<file path="src/rtl/keyed_cfg_port_pkg.sv">
package keyed_cfg_port_pkg;
  localparam int BYTE_W = 8;
  localparam logic [BYTE_W-1:0] KEY_OPEN   = 8'h87;
  localparam logic [BYTE_W-1:0] KEY_CLOSE  = 8'hAA;
  localparam logic [BYTE_W-1:0] RD_IDLE    = 8'hFF;
  localparam logic [BYTE_W-1:0] IX_BANK    = 8'h07;
  localparam logic [BYTE_W-1:0] IX_DID_H   = 8'h20;
  localparam logic [BYTE_W-1:0] IX_DID_L   = 8'h21;
  localparam logic [BYTE_W-1:0] IX_REV     = 8'h22;
  localparam logic [BYTE_W-1:0] IX_VID_H   = 8'h23;
  localparam logic [BYTE_W-1:0] IX_VID_L   = 8'h24;
  localparam logic [BYTE_W-1:0] IX_MUX0    = 8'h29;
  localparam logic [BYTE_W-1:0] IX_UPPER   = 8'h30;
  localparam logic [BYTE_W-1:0] IX_EN      = 8'h30;
  localparam logic [BYTE_W-1:0] IX_BASE_H  = 8'h60;
  localparam logic [BYTE_W-1:0] IX_BASE_L  = 8'h61;

  typedef enum logic [1:0] {KS_LOCKED, KS_HALF, KS_OPEN} key_state_e;
endpackage

</file>
<file path="src/rtl/keyed_cfg_key_fsm.sv">
module keyed_cfg_key_fsm
  import keyed_cfg_port_pkg::*;
(
  input  logic              clk_i,
  input  logic              rst_ni,
  input  logic              idx_wr_i,
  input  logic [BYTE_W-1:0] byte_i,
  output logic              open_o,
  output logic [BYTE_W-1:0] idx_o
);
  key_state_e state_q;
  logic [BYTE_W-1:0] idx_q;

  always_ff @(posedge clk_i or negedge rst_ni) begin
    if (!rst_ni) begin
      state_q <= KS_LOCKED;
      idx_q   <= '0;
    end else if (idx_wr_i) begin
      unique case (state_q)
        KS_LOCKED: if (byte_i == KEY_OPEN) state_q <= KS_HALF;
        KS_HALF:   state_q <= (byte_i == KEY_OPEN) ? KS_OPEN : KS_LOCKED;
        KS_OPEN: begin
          if (byte_i == KEY_CLOSE) state_q <= KS_LOCKED;
          else                     idx_q   <= byte_i;
        end
        default:   state_q <= KS_LOCKED;
      endcase
    end
  end

  assign open_o = (state_q == KS_OPEN);
  assign idx_o  = idx_q;

  assert_unlock_key_R2: assert property (@(posedge clk_i) disable iff (!rst_ni)
    $rose(open_o) |-> $past(idx_wr_i && byte_i == KEY_OPEN));
  assert_key_break_R3: assert property (@(posedge clk_i) disable iff (!rst_ni)
    (!open_o && idx_wr_i && byte_i != KEY_OPEN) |=> !open_o);
  assert_close_key_R4: assert property (@(posedge clk_i) disable iff (!rst_ni)
    (open_o && idx_wr_i && byte_i == KEY_CLOSE) |=> !open_o);
endmodule

</file>
<file path="src/rtl/keyed_cfg_glob_regs.sv">
module keyed_cfg_glob_regs
  import keyed_cfg_port_pkg::*;
#(
  parameter logic [15:0] DEV_ID  = 16'h1234,
  parameter logic [7:0]  REV_ID  = 8'h05,
  parameter logic [15:0] VEND_ID = 16'h4A5B,
  parameter int          MUX_N   = 3,
  localparam int         MUX_W   = MUX_N * BYTE_W
) (
  input  logic              clk_i,
  input  logic              rst_ni,
  input  logic              wr_i,
  input  logic [BYTE_W-1:0] idx_i,
  input  logic [BYTE_W-1:0] wdata_i,
  output logic [BYTE_W-1:0] bank_o,
  output logic [MUX_W-1:0]  mux_o,
  output logic [BYTE_W-1:0] rdata_o
);
  logic [BYTE_W-1:0] bank_q;

  always_ff @(posedge clk_i or negedge rst_ni) begin
    if (!rst_ni)                       bank_q <= '0;
    else if (wr_i && idx_i == IX_BANK) bank_q <= wdata_i;
  end
  assign bank_o = bank_q;

  for (genvar k = 0; k < MUX_N; k++) begin : g_mux
    logic [BYTE_W-1:0] r_q;
    always_ff @(posedge clk_i or negedge rst_ni) begin
      if (!rst_ni)                                            r_q <= '0;
      else if (wr_i && idx_i == IX_MUX0 + BYTE_W'(k)) r_q <= wdata_i;
    end
    assign mux_o[k*BYTE_W +: BYTE_W] = r_q;
  end

  always_comb begin
    rdata_o = '0;
    unique case (idx_i)
      IX_BANK:  rdata_o = bank_q;
      IX_DID_H: rdata_o = DEV_ID[15:8];
      IX_DID_L: rdata_o = DEV_ID[7:0];
      IX_REV:   rdata_o = REV_ID;
      IX_VID_H: rdata_o = VEND_ID[15:8];
      IX_VID_L: rdata_o = VEND_ID[7:0];
      default:  ;
    endcase
    for (int k = 0; k < MUX_N; k++)
      if (idx_i == IX_MUX0 + BYTE_W'(k)) rdata_o = mux_o[k*BYTE_W +: BYTE_W];
  end

  assert_bank_hold_R6: assert property (@(posedge clk_i) disable iff (!rst_ni)
    !wr_i |=> $stable(bank_o));
endmodule

</file>
<file path="src/rtl/keyed_cfg_dev_bank.sv">
module keyed_cfg_dev_bank
  import keyed_cfg_port_pkg::*;
#(
  parameter logic [7:0] DEV_LDN = 8'h07
) (
  input  logic              clk_i,
  input  logic              rst_ni,
  input  logic              wr_i,
  input  logic              rd_i,
  input  logic [BYTE_W-1:0] idx_i,
  input  logic [BYTE_W-1:0] wdata_i,
  input  logic [BYTE_W-1:0] bank_i,
  input  logic [BYTE_W-1:0] dev_rdata_i,
  output logic              en_o,
  output logic [15:0]       base_o,
  output logic [BYTE_W-1:0] dev_idx_o,
  output logic [BYTE_W-1:0] dev_wdata_o,
  output logic              dev_wr_o,
  output logic              dev_rd_o,
  output logic [BYTE_W-1:0] rdata_o
);
  logic sel, local_hit, fwd;
  logic en_q;
  logic [15:0] base_q;

  assign sel       = (bank_i == DEV_LDN);
  assign local_hit = (idx_i == IX_EN) || (idx_i == IX_BASE_H) || (idx_i == IX_BASE_L);
  assign fwd       = sel && (idx_i >= IX_UPPER) && !local_hit;

  always_ff @(posedge clk_i or negedge rst_ni) begin
    if (!rst_ni) begin
      en_q   <= 1'b0;
      base_q <= '0;
    end else if (wr_i && sel) begin
      if (idx_i == IX_EN)     en_q         <= wdata_i[0];
      if (idx_i == IX_BASE_H) base_q[15:8] <= wdata_i;
      if (idx_i == IX_BASE_L) base_q[7:0]  <= wdata_i;
    end
  end

  assign en_o        = en_q;
  assign base_o      = base_q;
  assign dev_idx_o   = idx_i;
  assign dev_wdata_o = wdata_i;
  assign dev_wr_o    = wr_i && fwd;
  assign dev_rd_o    = rd_i && fwd;

  always_comb begin
    if (!sel)                    rdata_o = RD_IDLE;
    else if (idx_i == IX_EN)     rdata_o = {{(BYTE_W-1){1'b0}}, en_q};
    else if (idx_i == IX_BASE_H) rdata_o = base_q[15:8];
    else if (idx_i == IX_BASE_L) rdata_o = base_q[7:0];
    else                         rdata_o = dev_rdata_i;
  end

  assert_foreign_bank_hold_R10: assert property (@(posedge clk_i) disable iff (!rst_ni)
    (bank_i != DEV_LDN) |=> ($stable(en_o) && $stable(base_o)));
endmodule

</file>
<file path="src/rtl/keyed_cfg_port.sv">
module keyed_cfg_port
  import keyed_cfg_port_pkg::*;
#(
  parameter logic [15:0] DEV_ID  = 16'h1234,
  parameter logic [7:0]  REV_ID  = 8'h05,
  parameter logic [15:0] VEND_ID = 16'h4A5B,
  parameter logic [7:0]  DEV_LDN = 8'h07,
  parameter int          MUX_N   = 3,
  localparam int         MUX_W   = MUX_N * BYTE_W
) (
  input  logic              clk_i,
  input  logic              rst_ni,
  input  logic              wr_i,
  input  logic              wr_addr_i,
  input  logic [BYTE_W-1:0] wdata_i,
  input  logic              rd_i,
  input  logic              rd_addr_i,
  output logic [BYTE_W-1:0] rdata_o,
  output logic [MUX_W-1:0]  mux_o,
  output logic              dev_en_o,
  output logic [15:0]       dev_base_o,
  output logic [BYTE_W-1:0] dev_idx_o,
  output logic [BYTE_W-1:0] dev_wdata_o,
  output logic              dev_wr_o,
  output logic              dev_rd_o,
  input  logic [BYTE_W-1:0] dev_rdata_i
);
  logic open, idx_wr, dat_wr, dat_rd;
  logic [BYTE_W-1:0] idx, bank, glob_rd, dev_rd_val, rd_next, rdata_q;

  assign idx_wr = wr_i && !wr_addr_i;
  assign dat_wr = wr_i &&  wr_addr_i && open;
  assign dat_rd = rd_i &&  rd_addr_i && open;

  keyed_cfg_key_fsm u_key (
    .clk_i, .rst_ni, .idx_wr_i(idx_wr), .byte_i(wdata_i),
    .open_o(open), .idx_o(idx)
  );

  keyed_cfg_glob_regs #(
    .DEV_ID(DEV_ID), .REV_ID(REV_ID), .VEND_ID(VEND_ID), .MUX_N(MUX_N)
  ) u_glob (
    .clk_i, .rst_ni, .wr_i(dat_wr && idx < IX_UPPER), .idx_i(idx),
    .wdata_i, .bank_o(bank), .mux_o, .rdata_o(glob_rd)
  );

  keyed_cfg_dev_bank #(.DEV_LDN(DEV_LDN)) u_dev (
    .clk_i, .rst_ni,
    .wr_i(dat_wr && idx >= IX_UPPER), .rd_i(dat_rd && idx >= IX_UPPER),
    .idx_i(idx), .wdata_i, .bank_i(bank), .dev_rdata_i,
    .en_o(dev_en_o), .base_o(dev_base_o), .dev_idx_o, .dev_wdata_o,
    .dev_wr_o, .dev_rd_o, .rdata_o(dev_rd_val)
  );

  // read sees pre-edge state, so a same-cycle write never leaks in
  always_comb begin
    if (!open)                rd_next = RD_IDLE;
    else if (!rd_addr_i)      rd_next = idx;
    else if (idx < IX_UPPER)  rd_next = glob_rd;
    else                      rd_next = dev_rd_val;
  end

  always_ff @(posedge clk_i or negedge rst_ni) begin
    if (!rst_ni)   rdata_q <= '0;
    else if (rd_i) rdata_q <= rd_next;
  end
  assign rdata_o = rdata_q;

  assert_locked_read_R2: assert property (@(posedge clk_i) disable iff (!rst_ni)
    (rd_i && !open) |=> (rdata_o == RD_IDLE));
  assert_no_strobe_locked_R4: assert property (@(posedge clk_i) disable iff (!rst_ni)
    !open |-> (!dev_wr_o && !dev_rd_o));
  assert_read_hold_R2: assert property (@(posedge clk_i) disable iff (!rst_ni)
    !rd_i |=> $stable(rdata_o));
endmodule

</file>
<file path="config.mk">
export PLATFORM = sky130hd
export DESIGN_NAME = keyed_cfg_port
export DESIGN_NICKNAME = d
export VERILOG_FILES = /design/src/rtl/keyed_cfg_port_pkg.sv /design/src/rtl/keyed_cfg_key_fsm.sv /design/src/rtl/keyed_cfg_glob_regs.sv /design/src/rtl/keyed_cfg_dev_bank.sv /design/src/rtl/keyed_cfg_port.sv
export SDC_FILE = /design/constraint.sdc
export NUM_CORES = 1
export LEC_CHECK = 0
export BUFFER_PORTS_ARGS = -buffer_cell sky130_fd_sc_hd__buf_4
export CAP_MARGIN = 20
export CORE_MARGIN = 2
export CORE_UTILIZATION = 58
export CTS_CLUSTER_DIAMETER = 30
export DETAILED_ROUTE_END_ITERATION = 16
export HOLD_SLACK_MARGIN = 0.02
export PLACE_DENSITY = 0.86
export SLEW_MARGIN = 20
export SYNTH_ARGS = -nofsm -noshare
export SYNTH_HDL_FRONTEND = slang
export SYNTH_SLANG_ARGS = --single-unit
</file>
<file path="constraint.sdc">
create_clock -name clk_i -period 5.85 [get_ports clk_i]
set_input_delay 1.17 -clock clk_i [delete_from_list [all_inputs] [get_ports clk_i]]
set_output_delay 1.17 -clock clk_i [all_outputs]
set_load 0.02 [all_outputs]
</file>
==> flow_summary.yaml <==
critical_path:
  crit_family: "simple AND/OR/NAND/NOR gates"
  ff2ff_path_depth: 4
  critPathCaptureType: "primary output"
  cp_max_fo: 22
  critPathSlowestCell: "or4_1"
  crit_required_ns: 4.68
  crit_path_start_kind: "flip-flop"
  path_buf_inv: 1
  arrival_ns: 2.58
  r2r_slack_ns: 2.71
  r2r_start: "u_key.idx_o[1]"
  max_stage_delay_ns: 0.75
  crit_chain: "or4_1, o21ai_1, and2_1, nor4_1, buf_4"
  reg2reg_to: "u_dev.base_o[6]"
  worstSetupPathType: "flip-flop to primary output"
grt:
  grt_max_degree: 68
  grt_antenna_before_repair: 0
  grt_pass1_vias: 2869
  globalRouteOverflowTotal: 0
  grt_pass1_wl_microns: 15300
  grtUsageTotal_pct: 31.2
timing:
  hold_viol: 0
  slew_violations: 0
  finalCriticalPeriod_ns: 3.75
  grt_setup_unrepaired: "no"
  fin_setup_tns_ns: 0
  fmax_mhz: 267
  clock_skew_ns: 0.0105
  fin_crit_sh_pct: 64.0
  max_slew_margin_pct: 36.0
  setup_violations: 0
  tightestPinTransition_ns: 0.955
floorplanning:
  pin_count: 89
  rows: 28
  die_x_microns: 82.4
  dieArea_sq_um: 6790
  dieHeight_microns: 82.4
  start_util_pct: 60.2
  core_area_sq_um: 5920
finish:
  n_antenna_cell: 0
  n_fill_cell: 442
  post_route_cells_drive_above_1_share_pct: 42.7
  layout.area.seq_sq_um: 1680
  syn_to_final_growth_pct: 23.8
  nets: 413
  multi_input_area_sq_um: 1740
  fin_util_pct: 74.6
hold_path:
  hold_depth: 1
  hp-class: "flip-flop to flip-flop"
  whs_endpoint: "rdata_o[5]"
  worstHoldStart: "rdata_o[5]"
placement:
  hpwl_microns: 7320
  io_buffer_count: 88
  gp_congestion: 0.924
yosys:
  synth_seq_cells: 67
  yosysSeqAreaShare_pct: 47.0
  netlist_instances: 319
  synthesis.area_sq_um: 3570
  synth_flop_cell: "dfrtp_1"
  synth_fp_nets: 341
  async_flop_share_pct: 100
  ys.warnings.count: 0
  ys_types: 57
  synth_edf_count: 0
  avgSynthCellArea_sq_um: 11.2
clock_network:
  cts_resized: 0
  cts_tree: "built"
  cts_made_buffers: 9
  path_clk_slew_ns: 0.07
  cts_htree_levels: 3
  hold_buffers: 0
  cts_root_buf: "clkbuf_8"
  clock_path_buffers: 2
  insertion_delay_ns: 0.34
  clock-sinks: 67
  post-cts-setup-buffers: 0
pwr:
  vdd_drop_max_mv: 0.194
  p_sw_uw: 213
  p_int_uw: 742
  power_frac_comb_pct: 5.3
  power_switching_share_pct: 22.3
  leakage_nw: 2.04
  p_per_area_nw_per_um2: 216
  clockPowerShare_pct: 46.2
  p_seq_share_pct: 48.5
detailed_routing:
  detail_route.wirelength.met1_microns: 4410
  drt_iter0_drc: 434
  drt-vias-per-instance: 6.41
  wirelength_microns: 10200
  met3WireLength_microns: 731
  first_pass_iters: 5
  wl_per_cell_microns: 21.7
  num_vias: 3017
  final_antenna_net_count: 0
  top_layer: "met4"
  met2_length_microns: 4980
  post-route-drc-count: 0
outcome:
  outcome: "complete, no violations"
flow_run:
  cap_viol_max_count: 0
==> state kept, by name, indices dropped and copies added (netlist names) <==
signal,cells
u_key.state_q,2
u_dev.en_o,1
u_glob.g_mux.r_q,24
rdata_o,8
u_key.idx_o,8
u_glob.bank_o,8
u_dev.base_o,16
==> worst reg2reg max path, delay by kind of cell, from the launching register on <==
kind | cells | cell delay [ns]
DFF | 1 | 0.62
muxes | 1 | 0.41
and+or+nand+nor | 3 | 1.98
==> cell usage in the layout (no fill, tap or decap), types with 4 or more instances in the layout <==
master	instances
a22oi_1	4
dfrtp_1	67
o221ai_1	9
inv_1	5
o21ai_0	11
buf_4	88
nand3_1	8
nor3_1	4
nand2_1	17
clkbuf_8	11
nor2b_1	5
and2_1	4
nor4b_1	4
nor2_1	16
mux2_2	57
a21oi_1	14
==> power by group through the flow <==
| stage | logic (mW) | registers (mW) | clock network, mW |
|---|---|---|---|
| global route | 0.0545 | 0.463 | 0.465 |
| CTS | 0.0503 | 0.464 | 0.445 |
| global placement | 0.0497 | 0.472 | 0 |
| detailed placement | 0.0502 | 0.473 | 0 |
| floorplan | 0.0176 | 0.473 | 0 |
| finish | 0.0503 | 0.464 | 0.442 |
==> per-layer routing <==
layer  vias up  GRT usage, %
met5         -             0
met4         0          7.67
met3        12          7.07
met2       155          48.5
met1      1514          44.4
li1       1336             -
==> Yosys cell counts (all sizes together), types with 2 or more instances <==
cell type	n	area [sq um]
a21bo	2	20.0
a21boi	3	22.5
a21o	2	15.0
a21oi	14	70.1
a221o	2	20.0
a221oi	3	26.3
a22o	3	26.3
a22oi	4	30.0
a32oi	2	17.5
and2	5	31.3
buf	14	90.1
clkbuf	13	48.8
dfrtp	67	1680
inv	5	18.8
mux2	57	642
mux2i	3	30.0
nand2	17	63.8
nand2b	3	18.8
nand3	10	60.1
nand3b	2	15.0
nand4b	2	17.5
nor2	16	60.1
nor2b	5	31.3
nor3	6	52.6
nor4	3	18.8
nor4b	6	67.6
o211ai	2	15.0
o21ai	14	70.1
o221ai	9	78.8
o22a	2	17.5
o31ai	2	15.0
o32a	2	20.0
==> area by class of cell <==
type / count / area share [%]
Clock buffer: 12 / 3.51
Inverter: 5 / 0.425
Multi-Input combinational cell: 220 / 39.4
Tap cell: 75 / 2.12
Timing Repair Buffer: 88 / 15.0
Sequential cell: 67 / 38.0
Clock inverter: 4 / 1.64
==> metrics by stage <==
| step | std cells | area (sq um) | setup slack, ns | total power, mW | hold WS (ns) |
|---|---|---|---|---|---|
| after floorplan | 319 | 3570 | 2.60 | 0.490 | 0.465 |
| after global placement | 455 | 4180 | 2.60 | 0.522 | 0.483 |
| after detailed placement | 455 | 4180 | 2.54 | 0.523 | 0.506 |
| after CTS | 471 | 4410 | 2.15 | 0.959 | 0.522 |
| after global routing | 471 | 4420 | 2.02 | 0.983 | 0.545 |
| final | 471 | 4420 | 2.10 | 0.956 | 0.517 |
==> how the worst max path moves through the flow <==
stage | start | end | slack [ns] | cells after the start
after floorplan | u_key.idx_o[7] | dev_rd_o | 2.60 | 5
after global placement | u_key.idx_o[1] | dev_wr_o | 2.60 | 5
after detailed placement | u_key.idx_o[1] | dev_wr_o | 2.54 | 5
after CTS | u_key.idx_o[1] | dev_wr_o | 2.15 | 5
after global routing | u_key.idx_o[1] | dev_wr_o | 2.02 | 5
final | u_key.idx_o[1] | dev_wr_o | 2.10 | 5
==> cells by family after synthesis <==
logic type                after synthesis  share of synthesized area [%]
DFF                                    67                           47.0
AOI/OAI and AO/OA                      74                           14.9
and+or+nand+nor                        85                           14.6
xor gates and xnor gates                1                          0.246
buffers and inverters                  32                           4.42
muxes                                  60                           18.8
Power figures use the tool's default switching activity.
